**config.mk**
```make
export PLATFORM = sky130hd
export DESIGN_NAME = vio_port
export DESIGN_NICKNAME = d
export VERILOG_FILES = /design/src/rtl/vio_port.sv
export SDC_FILE = /design/constraint.sdc
export NUM_CORES = 1
export LEC_CHECK = 0
export ABC_AREA = 1
export BUFFER_PORTS_ARGS = -buffer_cell sky130_fd_sc_hd__buf_2
export CAP_MARGIN = 15
export CORE_ASPECT_RATIO = 1.1
export CORE_MARGIN = 8
export CORE_UTILIZATION = 45
export DETAILED_ROUTE_END_ITERATION = 10
export PLACE_DENSITY = 0.72
export SKIP_CTS_REPAIR_TIMING = 1
export SLEW_MARGIN = 30
export SYNTH_ARGS = -nofsm -noshare
export SYNTH_HDL_FRONTEND = slang
export SYNTH_SLANG_ARGS = --single-unit
export TNS_END_PERCENT = 20
```
**constraint.sdc**
```tcl
create_clock -name clk -period 1.8 [get_ports clk]
set_input_delay 0.18 -clock clk [delete_from_list [all_inputs] [get_ports clk]]
set_output_delay 0.18 -clock clk [all_outputs]
set_load 0.02 [all_outputs]
```
**src/rtl/vio_port.sv**
```systemverilog
module vio_port #(
  parameter int          ADDR_W  = 16,
  parameter logic [15:0] BASE    = 16'h8000,
  parameter logic [7:0]  RST_VEC = 8'd15
) (
  input  logic              clk,
  input  logic              rst_n,
  input  logic              bus_sel,
  input  logic              bus_we,
  input  logic [ADDR_W-1:0] bus_addr,
  input  logic [7:0]        bus_wdata,
  output logic [7:0]        bus_rdata,
  output logic              irq,
  input  logic              iack_in,
  output logic              iack_out,
  output logic              vec_oe,
  input  logic              rx_valid,
  input  logic [7:0]        rx_data,
  output logic              tx_valid,
  output logic [7:0]        tx_data,
  input  logic              tx_ready
);
  localparam logic [ADDR_W-1:0] BASE_A = BASE[ADDR_W-1:0];

  logic [7:0] rx_q, tx_q, vec_q;
  logic       sin, sout, ie_in, ie_out, ovr;

  logic       hit;
  logic [1:0] off;
  assign hit = bus_sel && !bus_addr[0] && (bus_addr[ADDR_W-1:3] == BASE_A[ADDR_W-1:3]);
  assign off = bus_addr[2:1];

  logic rd_in, wr_out, rd_st, wr_st, wr_vec;
  assign rd_in  = hit && !bus_we && off == 2'd0;
  assign wr_out = hit &&  bus_we && off == 2'd1;
  assign rd_st  = hit && !bus_we && off == 2'd2;
  assign wr_st  = hit &&  bus_we && off == 2'd2;
  assign wr_vec = hit &&  bus_we && off == 2'd3;

  logic [7:0] status;
  assign status = {ovr, 3'b000, ie_out, ie_in, sout, sin};

  always_ff @(posedge clk) begin
    if (!rst_n) begin
      rx_q <= '0; tx_q <= '0; vec_q <= RST_VEC;
      sin <= 1'b0; sout <= 1'b1; ie_in <= 1'b0; ie_out <= 1'b0; ovr <= 1'b0;
    end else begin
      if (rx_valid) begin
        rx_q <= rx_data;
        sin  <= 1'b1;
      end else if (rd_in) begin
        sin  <= 1'b0;
      end

      if (rx_valid && sin && !rd_in) ovr <= 1'b1;
      else if (rd_st)                ovr <= 1'b0;

      if (wr_out) begin
        tx_q <= bus_wdata;
        sout <= 1'b0;
      end else if (!sout && tx_ready) begin
        sout <= 1'b1;
      end

      if (wr_st) begin
        ie_in  <= bus_wdata[2];
        ie_out <= bus_wdata[3];
      end

      if (wr_vec) vec_q <= bus_wdata;
    end
  end

  assign irq      = (sin && ie_in) || (sout && ie_out);
  assign vec_oe   = iack_in && irq;
  assign iack_out = iack_in && !irq;
  assign tx_valid = !sout;
  assign tx_data  = tx_q;

  always_comb begin
    bus_rdata = 8'h00;
    if (vec_oe) bus_rdata = vec_q;
    else if (hit && !bus_we) begin
      case (off)
        2'd0:    bus_rdata = rx_q;
        2'd1:    bus_rdata = tx_q;
        2'd2:    bus_rdata = status;
        default: bus_rdata = vec_q;
      endcase
    end
  end

  a_r2_rx_sets_flag: assert property (@(posedge clk) disable iff (!rst_n)
    rx_valid |=> sin);
  a_r2_read_clears: assert property (@(posedge clk) disable iff (!rst_n)
    (rd_in && !rx_valid) |=> !sin);
  a_r3_write_raises_valid: assert property (@(posedge clk) disable iff (!rst_n)
    wr_out |=> tx_valid);
  a_r3_tx_hold: assert property (@(posedge clk) disable iff (!rst_n)
    (tx_valid && !tx_ready && !wr_out) |=> (tx_valid && $stable(tx_data)));
  a_r6_vec_stable: assert property (@(posedge clk) disable iff (!rst_n)
    !wr_vec |=> $stable(vec_q));
  a_r8_overrun_sets: assert property (@(posedge clk) disable iff (!rst_n)
    (rx_valid && sin && !rd_in) |=> status[7]);
endmodule

```
==> reports/metrics.yaml, run 1 <==
synth:
  post_synth_inst_count: 255
  synthesis.yosys.warnings: 0
  netlist-cell-type-count: 23
  synth_sequential_area_ratio: 0.3625
  synth_area_um2: 1602
  synthesis.area_per_instance_um2: 6.281
  syn_nets: 294
  synth_seq_cells: 29
global_routing:
  grt_pass1_wl_um: 7417
  total_congestion_overflow_after_global_routing: 0
  grt.met1_usage: 0.1982
  global_route.usage.met3: 0.05591
  first_global_vias: 1650
  gr-usage-all-layers: 0.1590
  number_of_antenna_violations_at_the_first_check_in_global_routing: 0
  grt.met2_usage: 0.2491
  pin_count_of_the_biggest_net_entering_global_routing: 29
  global_route.peak_usage_layer: "met2"
cts:
  cts_tree: "built"
  clkLatencyLatePin_ns: 0.32
  numCtsBuffers: 5
  root_buffer: "clkbuf_4"
  cts_num_sinks: 29
  clkSlewWorstSetupHoldPaths_ns: 0.09
  htree_levels: 2
  worst_case_clock_buffer_depth: 2
cells_and_area:
  finish.net_count: 353
  flow.area_growth_from_synthesis_pct: 28.98
  finish.cell_count_without_fillers: 363
  antenna_cells_inserted: 0
  fraction_of_final_layout_cells_with_drive_strength_greater_than_1: 0.3048
  leading_cell_types_in_the_layout_fill_and_taps_excluded: "nor2_1 (66), nand2_1 (56), buf_2 (53), dfxtp_1 (28), inv_1 (21)"
  mostFrequentLayoutCell: "nor2_1"
  final_core_util: 0.6101
  layout.filler_cells: 354
placed_design:
  dp_hpwl_um: 3451
  numPortBuffers: 58
  routabilityCongestion: 0.8622
  dp.cells: 352
critical_path:
  setup_crit_path_kind: "reg2out"
  worstPathCellList: "inv_2 > o21ai_4 > nand2_4 > nand2_2 > inv_4 > nor3_2 > buf_4"
  cp_data_arrival_time_ns: 1.60
  cp-end-kind: "output pin"
  timing.critical_path.fanout_max: 6
  timing.critical_path.slowest_stage_cell: "dfxtp_2"
  worstSetupStartpointType: "flop"
  required_ns: 1.62
  cp_slowest_stage_delay_ns: 0.37
detailed_routing:
  detail_route.wl_per_cell_um: 12.90
  wl_um: 4682
  initialDrtViolationCount: 107
  via_count: 1727
  firstDrtPassIters: 4
  drc: 0
  drt.antenna.violating_nets: 0
  avgViaCountPerCell: 4.758
floorplanning:
  vertical_die_dimension_um: 78.57
  initial_core_util: 0.4730
  pin_count: 59
  fp-row-count: 22
  fp.coreArea_um2: 3386
  die-area_um2: 5726
  floorplan.die.width_um: 72.88
timing:
  worst-slew-pin-transition_ns: 0.4915
  final_period_minus_worst_setup_slack_ns: 1.784
  setup-tns-final_ns: 0
  final.period_utilization: 0.9913
  timing.fmax_mhz: 560.5
  final_setup_vio_count: 0
  final_hold_vios: 0
  finClkSkew_ns: 0.003538
  rsz0062_at_grt: "yes"
  relSlewSlack: 0.6723
  finalMaxSlewViolations: 0
run:
  drv.max_cap_violation_count: 0
status:
  outcome: "finished, final reports clean"
power:
  cellLeakagePower_nw: 1.102
  pwr_density_cell_nw_per_um2: 578.8
  irDropWorstVdd_uv: 464.3
min_path:
  holdCritPathClass: "in2reg"
==> kinds of logic (layout without fill, tap and decap cells) <==
group                  Yosys count  count (layout)  synth area share
AND/OR/NAND/NOR                159             160            0.4422
buffers and inverters           37              96           0.09922
AO/OA/AOI/OAI                   30              30           0.09609
flip-flops                      29              29            0.3625
==> per-layer routing <==
layer,part of all wire,vias up
met5,0,-
met2,0.46,55
met3,0.069,8
li1,-,923
met4,0.013,0
met1,0.45,741
==> path summary, 6_finish.rpt <==
path              startpoint  slack [ns]  depth (start not counted)           end
hold reg to reg          ovr        0.48                          2           ovr
setup reg to reg    vec_q[6]        1.09                          4      vec_q[6]
hold / removal      tx_ready        0.05                          3          sout
setup / recovery         sin        0.02                          7  bus_rdata[3]
==> worst max-delay path: cells and delay by family (launching register included) <==
kind / cells / cell delay [ns]
compound gates: 1 / 0.21
flops: 1 / 0.37
buf+inv: 3 / 0.30
simple gates: 3 / 0.40
==> final cells by class <==
cell class / instances / area, um^2 / share of cell area
clock buffer: 6 / 41.29 / 0.01999
clock inverter: 2 / 10.01 / 0.004846
inverter: 28 / 110.1 / 0.05330
multi-input combinational: 190 / 940.9 / 0.4555
sequential: 29 / 581.8 / 0.2816
tap: 48 / 60.06 / 0.02907
timing repair buffer: 60 / 321.6 / 0.1557
==> stage by stage <==
step | cell area, um^2 | hold slack, ns | total power, mW | setup slack [ns]
2_1_floorplan | 1602 | 0.2867 | 0.7602 | 0.04657
4_1_cts | 1949 | 0.03778 | 1.193 | -0.1948
5_1_grt | 2066 | 0.05784 | 1.260 | -0.04767
6_report | 2066 | 0.04733 | 1.196 | 0.01574
3_5_place_dp | 1898 | 0.3802 | 0.8249 | 0.1736
3_3_place_gp | 1898 | 0.3769 | 0.8241 | 0.1944
==> power breakdown <==
part	switching (mW)	internal (mW)	leakage [nW]
clock network	0.227	0.148	0.0320
registers	0.00861	0.657	0.237
logic	0.0967	0.0582	0.834
total	0.332	0.864	1.10
==> state kept, by name (all words and copies together) (netlist names) <==
register,count
sout,1
ie_out,1
rx_q,8
ie_in,1
sin,1
tx_data,8
vec_q,8
ovr,1
==> synth_stat cells <==
master     n  area [um^2]
nor2_2     3        18.77
nand2_2    3        18.77
nor2_4     1        11.26
buf_6      2        22.52
a21oi_1    9        45.04
dfxtp_1   29        580.6
o21ai_2    1        8.760
buf_2      4        20.02
nand4_1    8        50.05
nand4_4    1        21.27
nor3_2     1        10.01
clkinv_1   1        3.750
inv_1     22        82.58
nand2_1   58        217.7
nor2_1    66        247.7
o21ai_0   17        85.08
nand4_2    1        12.51
nand3_1   11        55.05
inv_2      5        18.77
nor2_8     1        20.02
nor3_1     5        25.02
o21ai_1    3        15.01
clkbuf_1   3        11.26
(Power assumes the default switching activity.)
==> inputs of run 2 (changes only) <==
- clock period: 1.8 -> 2.2 ns (I/O delays scaled with it)
==> run 2 against run 1 <==
Global-route usage up 0.43 points. Die area unchanged. Via count up 1.1%. Core utilization down 3.4 points. Worst hold slack better by 0.027 ns. Largest cell class unchanged. Highest routed layer unchanged.
==> reports/metrics.yaml, run 2 (synthesized netlist as in run 1, its figures left out) <==
timing:
  final_setup_vio_count: 0  # unchanged
  worst-slew-pin-transition_ns: 0.4852  # was 0.4915 ns
  final_hold_vios: 0  # unchanged
  timing.fmax_mhz: 507.5
  setup-tns-final_ns: 0  # unchanged
  finalMaxSlewViolations: 0  # unchanged
  final.period_utilization: 0.8957
  rsz0062_at_grt: "no"  # was yes
  finClkSkew_ns: 0.004594  # was 0.003538 ns
  final_period_minus_worst_setup_slack_ns: 1.971
  relSlewSlack: 0.6765  # was 0.6723
critical_path:
  worst_r2r_path_depth: 4  # unchanged
  r2r-start: "sin"  # was vec_q[6]
  timing.critical_path.fanout_max: 10  # was 6
  required_ns: 1.98  # was 1.62 ns
  rr_endpoint: "ovr"  # was vec_q[6]
  worstSetupStartpointType: "flop"  # unchanged
  cp_data_arrival_time_ns: 1.75  # was 1.60 ns
  cp-end-kind: "output pin"  # unchanged
  setup_crit_path_kind: "reg2out"  # unchanged
  setup_slack_of_the_most_critical_reg_to_reg_path_ns: 1.47  # was 1.09 ns
cts:
  root_buffer: "clkbuf_4"  # unchanged
  clkSlewWorstSetupHoldPaths_ns: 0.09  # about the same
  numCtsBuffers: 5  # unchanged
  cts_tree: "built"  # unchanged
  worst_case_clock_buffer_depth: 2  # unchanged
  cts_num_sinks: 29  # unchanged
  clkLatencyLatePin_ns: 0.34  # was 0.32 ns
  htree_levels: 2  # unchanged
power:
  cell_internal_pwr_mw: 0.7050  # was 0.8635 mW
  irDropWorstVdd_uv: 331.0  # was 464.3 uV
  share_clk_of_total_power: 0.319  # was 0.314
  p_sw_mw: 0.2722  # was 0.3321 mW
  power.share.switching: 0.2786  # was 0.2778
  share_comb_of_total_power: 0.125  # was 0.130
  cellLeakagePower_nw: 1.067  # was 1.102 nW
  pwr_density_cell_nw_per_um2: 501.3  # was 578.8 nW/um^2
  seq_power_share: 0.556  # was 0.557
cells_and_area:
  layout.filler_cells: 363  # was 354
  fraction_of_final_layout_cells_with_drive_strength_greater_than_1: 0.2628  # was 0.3048
  flow.area_growth_from_synthesis_pct: 21.72  # was 28.98%
  finish.cell_count_without_fillers: 360  # was 363
  leading_cell_types_in_the_layout_fill_and_taps_excluded: "nor2_1 (66), nand2_1 (58), buf_2 (58), dfxtp_1 (29), inv_1 (22)"  # was nor2_1 (66), nand2_1 (56), buf_2 (53), dfxtp_1 (28), inv_1 (21)
  antenna_cells_inserted: 0  # unchanged
  mostFrequentLayoutCell: "nor2_1"  # unchanged
  finish.net_count: 350  # was 353
floorplanning:
  die-area_um2: 5726  # unchanged
  vertical_die_dimension_um: 78.57  # unchanged
  initial_core_util: 0.4730  # unchanged
  fp-row-count: 22  # unchanged
  fp.coreArea_um2: 3386  # unchanged
  floorplan.die.width_um: 72.88  # unchanged
  pin_count: 59  # unchanged
global_routing:
  total_congestion_overflow_after_global_routing: 0  # unchanged
  gr-usage-all-layers: 0.1633  # was 0.1590
  first_global_vias: 1611  # was 1650
  number_of_antenna_violations_at_the_first_check_in_global_routing: 0  # unchanged
  pin_count_of_the_biggest_net_entering_global_routing: 29  # unchanged
  grt_pass1_wl_um: 7486  # was 7417 um
detailed_routing:
  drc: 0  # unchanged
  detail_route.wl_per_cell_um: 12.37  # was 12.90 um
  initialDrtViolationCount: 166  # was 107
  avgViaCountPerCell: 4.850  # was 4.758
  drt.antenna.violating_nets: 0  # unchanged
  firstDrtPassIters: 4  # unchanged
  via_count: 1746  # was 1727
  wl_um: 4453  # was 4682 um
placed_design:
  dp_hpwl_um: 3443  # was 3451 um
  numPortBuffers: 58  # unchanged
  dp.cells: 352  # unchanged
  routabilityCongestion: 0.8870  # was 0.8622
min_path:
  timing.hold.worst.start: "tx_ready"  # unchanged
  min_delay_worst_endpoint: "sout"  # unchanged
  hold_path_depth: 3  # unchanged
  holdCritPathClass: "in2reg"  # unchanged
run:
  drv.max_cap_violation_count: 0  # unchanged
status:
  outcome: "finished, final reports clean"  # unchanged
run 2: metal layers:
metal  part of all wire  up-vias  global-route usage
met5                  0        -                   0
met4              0.022        0             0.06814
met1               0.47      757              0.2119
met2               0.43       62              0.2384
met3              0.075        9             0.05591
li1                   -      918                   -
run 2: how the worst max path moves through the flow:
stage                        end  depth (start not counted)  slack (ns)        start
detailed placement  bus_rdata[3]                          9        0.53  bus_addr[6]
global placement    bus_rdata[3]                          7        0.52  bus_addr[2]
global route        bus_rdata[2]                          7        0.09          sin
CTS                 bus_rdata[2]                          7        0.25          sin
floorplan           bus_rdata[0]                          6        0.41          sin
finish              bus_rdata[2]                          7        0.23          sin
run 2: layout make-up:
cell class              instances  area, um^2  share of cell area
clock buffers                   6       41.29             0.02118
flip-flops and latches         29       580.6              0.2978
inverters                      28       105.1             0.05392
clock inverters                 2       10.01            0.005135
multi-input cells             189       862.1              0.4422
well taps                      48       60.06             0.03081
repair buffers                 58       290.3              0.1489
run 2: critical path, stage by stage, from the launching register on:
cell,delay (ns)
dfxtp_1,0.38
inv_1,0.06
o21ai_2,0.16
nand2_2,0.16
nand2_1,0.15
inv_2,0.08
nor3_1,0.21
buf_2,0.22
run 2: metrics by stage:
step / hold WS, ns / setup slack, ns / power, mW / utilization / instance area [um^2]
after floorplan: 0.3267 / 0.4066 / 0.6220 / - / 1602
after global placement: 0.4144 / 0.5230 / 0.6755 / 0.5606 / 1898
after detailed placement: 0.4206 / 0.5260 / 0.6758 / 0.5606 / 1898
after CTS: 0.06925 / 0.2465 / 0.9854 / 0.5758 / 1949
after global routing: 0.09403 / 0.08784 / 1.041 / 0.5758 / 1949
final: 0.07476 / 0.2295 / 0.9771 / 0.5758 / 1949
run 2: power by group through the flow:
stage               Combinational (mW)  Clock, mW  Sequential [mW]
global placement                 0.120          0            0.555
CTS                              0.121      0.321            0.543
global route                     0.137      0.358            0.546
finish                           0.122      0.312            0.543
detailed placement               0.120          0            0.555
floorplan                       0.0679          0            0.554
==> inputs of run 3 (changes only) <==
- CTS_CLUSTER_SIZE: not set -> 16
- PLACE_DENSITY: 0.72 -> 0.76
==> run 3 against run 2 <==
Core utilization up 0.11 points. Routed wire length down 4.2%. Sequential share of layout area down 0.057 points. Critical path type unchanged. Critical endpoint is now bus_rdata[1]. Largest cell class unchanged.
==> reports/metrics.yaml, run 3 (synthesized netlist as in run 1, its figures left out) <==
status:
  outcome: "finished, final reports clean"  # unchanged
placed_design:
  dp.cells: 352  # unchanged
  dp_hpwl_um: 3378  # was 3443 um
  cell_area_after_placement_um2: 1898  # unchanged
  routabilityCongestion: 0.9791  # was 0.8870
  numPortBuffers: 58  # unchanged
timing:
  timing.fmax_mhz: 510.7  # was 507.5 MHz
  setup-tns-final_ns: 0  # unchanged
  relSlewSlack: 0.6835  # was 0.6765
  finalMaxSlewViolations: 0  # unchanged
  final_period_minus_worst_setup_slack_ns: 1.958  # was 1.971 ns
  final.period_utilization: 0.8900  # was 0.8957
  rsz0062_at_grt: "no"  # unchanged
  worst-slew-pin-transition_ns: 0.4747  # was 0.4852 ns
  finClkSkew_ns: 0.0001358  # was 0.004594 ns
  hold-worst-slack_ns: 0.08914  # was 0.07476 ns
  final_setup_vio_count: 0  # unchanged
  final_hold_vios: 0  # unchanged
critical_path:
  worstPathCellList: "inv_1 > o21ai_2 > nand2_2 > nand2_1 > inv_2 > nor3_1 > buf_2"  # unchanged
  worst_r2r_path_depth: 4  # unchanged
  cpLargestDelayFamily: "simple AND/OR/NAND/NOR gates"  # unchanged
  setup_slack_of_the_most_critical_reg_to_reg_path_ns: 1.49  # was 1.47 ns
  timing.critical_path.fanout_max: 10  # unchanged
  critical_path_depth: 7  # unchanged
  setup_crit_path_kind: "reg2out"  # unchanged
  rr_endpoint: "ovr"  # unchanged
  worstSetupStartpointType: "flop"  # unchanged
  cp-end-kind: "output pin"  # unchanged
  critPathBufInv: 3  # unchanged
  cp_slowest_stage_delay_ns: 0.38  # about the same
  required_ns: 1.98  # about the same
  cp_data_arrival_time_ns: 1.74  # was 1.75 ns
  timing.critical_path.slowest_stage_cell: "dfxtp_1"  # unchanged
  r2r-start: "sin"  # unchanged
power:
  cell_internal_pwr_mw: 0.7341  # was 0.7050 mW
  share_clk_of_total_power: 0.326  # was 0.319
  share_comb_of_total_power: 0.120  # was 0.125
  cellLeakagePower_nw: 1.066  # was 1.067 nW
  power.share.switching: 0.2543  # was 0.2786
  p_sw_mw: 0.2504  # was 0.2722 mW
  irDropWorstVdd_uv: 358.8  # was 331.0 uV
  seq_power_share: 0.554  # was 0.556
  pwr_density_cell_nw_per_um2: 504.1  # was 501.3 nW/um^2
global_routing:
  pin_count_of_the_biggest_net_entering_global_routing: 29  # unchanged
  first_global_vias: 1702  # was 1611
  grt_pass1_wl_um: 7376  # was 7486 um
  number_of_antenna_violations_at_the_first_check_in_global_routing: 0  # unchanged
  gr-usage-all-layers: 0.1596  # was 0.1633
  total_congestion_overflow_after_global_routing: 0  # unchanged
cts:
  root_buffer: "clkbuf_4"  # unchanged
  numCtsBuffers: 5  # unchanged
  cts_num_sinks: 29  # unchanged
  clkSlewWorstSetupHoldPaths_ns: 0.09  # about the same
  htree_levels: 2  # unchanged
  cts_tree: "built"  # unchanged
  worst_case_clock_buffer_depth: 2  # unchanged
  clkLatencyLatePin_ns: 0.31  # was 0.34 ns
cells_and_area:
  finish.net_count: 350  # unchanged
  leading_cell_types_in_the_layout_fill_and_taps_excluded: "nor2_1 (66), nand2_1 (58), buf_2 (58), dfxtp_1 (29), inv_1 (22)"  # unchanged
  fraction_of_final_layout_cells_with_drive_strength_greater_than_1: 0.2605  # was 0.2628
  antenna_cells_inserted: 0  # unchanged
  flow.area_growth_from_synthesis_pct: 21.95  # was 21.72%
  final_core_util: 0.5769  # was 0.5758
  stdcell_area_um2: 1953  # was 1949 um^2
  mostFrequentLayoutCell: "nor2_1"  # unchanged
  finish.cell_count_without_fillers: 359  # was 360
detailed_routing:
  wl_um: 4268  # was 4453 um
  initialDrtViolationCount: 88  # was 166
  firstDrtPassIters: 4  # unchanged
  detail_route.wl_per_cell_um: 11.89  # was 12.37 um
  avgViaCountPerCell: 4.836  # was 4.850
  drt.antenna.violating_nets: 0  # unchanged
  via_count: 1736  # was 1746
  drc: 0  # unchanged
floorplanning:
  floorplan.die.width_um: 72.88  # unchanged
  vertical_die_dimension_um: 78.57  # unchanged
  fp.coreArea_um2: 3386  # unchanged
  pin_count: 59  # unchanged
  initial_core_util: 0.4730  # unchanged
  die-area_um2: 5726  # unchanged
  fp-row-count: 22  # unchanged
min_path:
  min_delay_worst_endpoint: "sout"  # unchanged
  hold_path_depth: 3  # unchanged
  timing.hold.worst.start: "tx_ready"  # unchanged
  holdCritPathClass: "in2reg"  # unchanged
run:
  drv.max_cap_violation_count: 0  # unchanged
==> run 3: final cells by class <==
type,instances,area (um^2)
clock buffers,7,55.05
fillers,364,1433
inverters,28,105.1
multi-input cells,189,862.1
flip-flops and latches,29,580.6
well taps,48,60.06
repair buffers,58,290.3
==> run 3: how the worst max path moves through the flow <==
stage,from,endpoint,slack [ns]
floorplan,sin,bus_rdata[0],0.41
global placement,bus_addr[14],bus_rdata[3],0.61
detailed placement,bus_addr[14],bus_rdata[2],0.59
CTS,sin,bus_rdata[2],0.26
global route,sin,bus_rdata[1],0.12
finish,sin,bus_rdata[1],0.24
==> run 3: metal layers <==
metal  part of all wire  vias to the layer above  track usage  routed length, um
met5                  0                        -            0                  0
met2               0.46                       51       0.2688               1982
met3              0.082                        6      0.04956                349
met1               0.44                      767       0.1801               1884
met4              0.012                        0      0.06814                 51
li1                   -                      912            -                  -
==> run 3: power groups by stage <==
stage,logic (mW),clock network [mW],registers (mW)
floorplan,0.0679,0,0.554
global placement,0.116,0,0.557
detailed placement,0.118,0,0.557
CTS,0.119,0.331,0.545
global route,0.137,0.362,0.547
finish,0.119,0.321,0.545
==> run 3: per-stage QoR <==
step | worst slack (ns) | total power, mW
after floorplan | 0.4066 | 0.6220
after global placement | 0.6118 | 0.6736
after detailed placement | 0.5925 | 0.6752
after CTS | 0.2634 | 0.9946
after global routing | 0.1156 | 1.046
final | 0.2420 | 0.9845
==> run 3: worst reg2reg max path: stages, from the launching register on <==
cell and delay, ns:
dfxtp_1 0.38, nand2_1 0.07, inv_1 0.05, nand2_1 0.05, a21oi_1 0.11
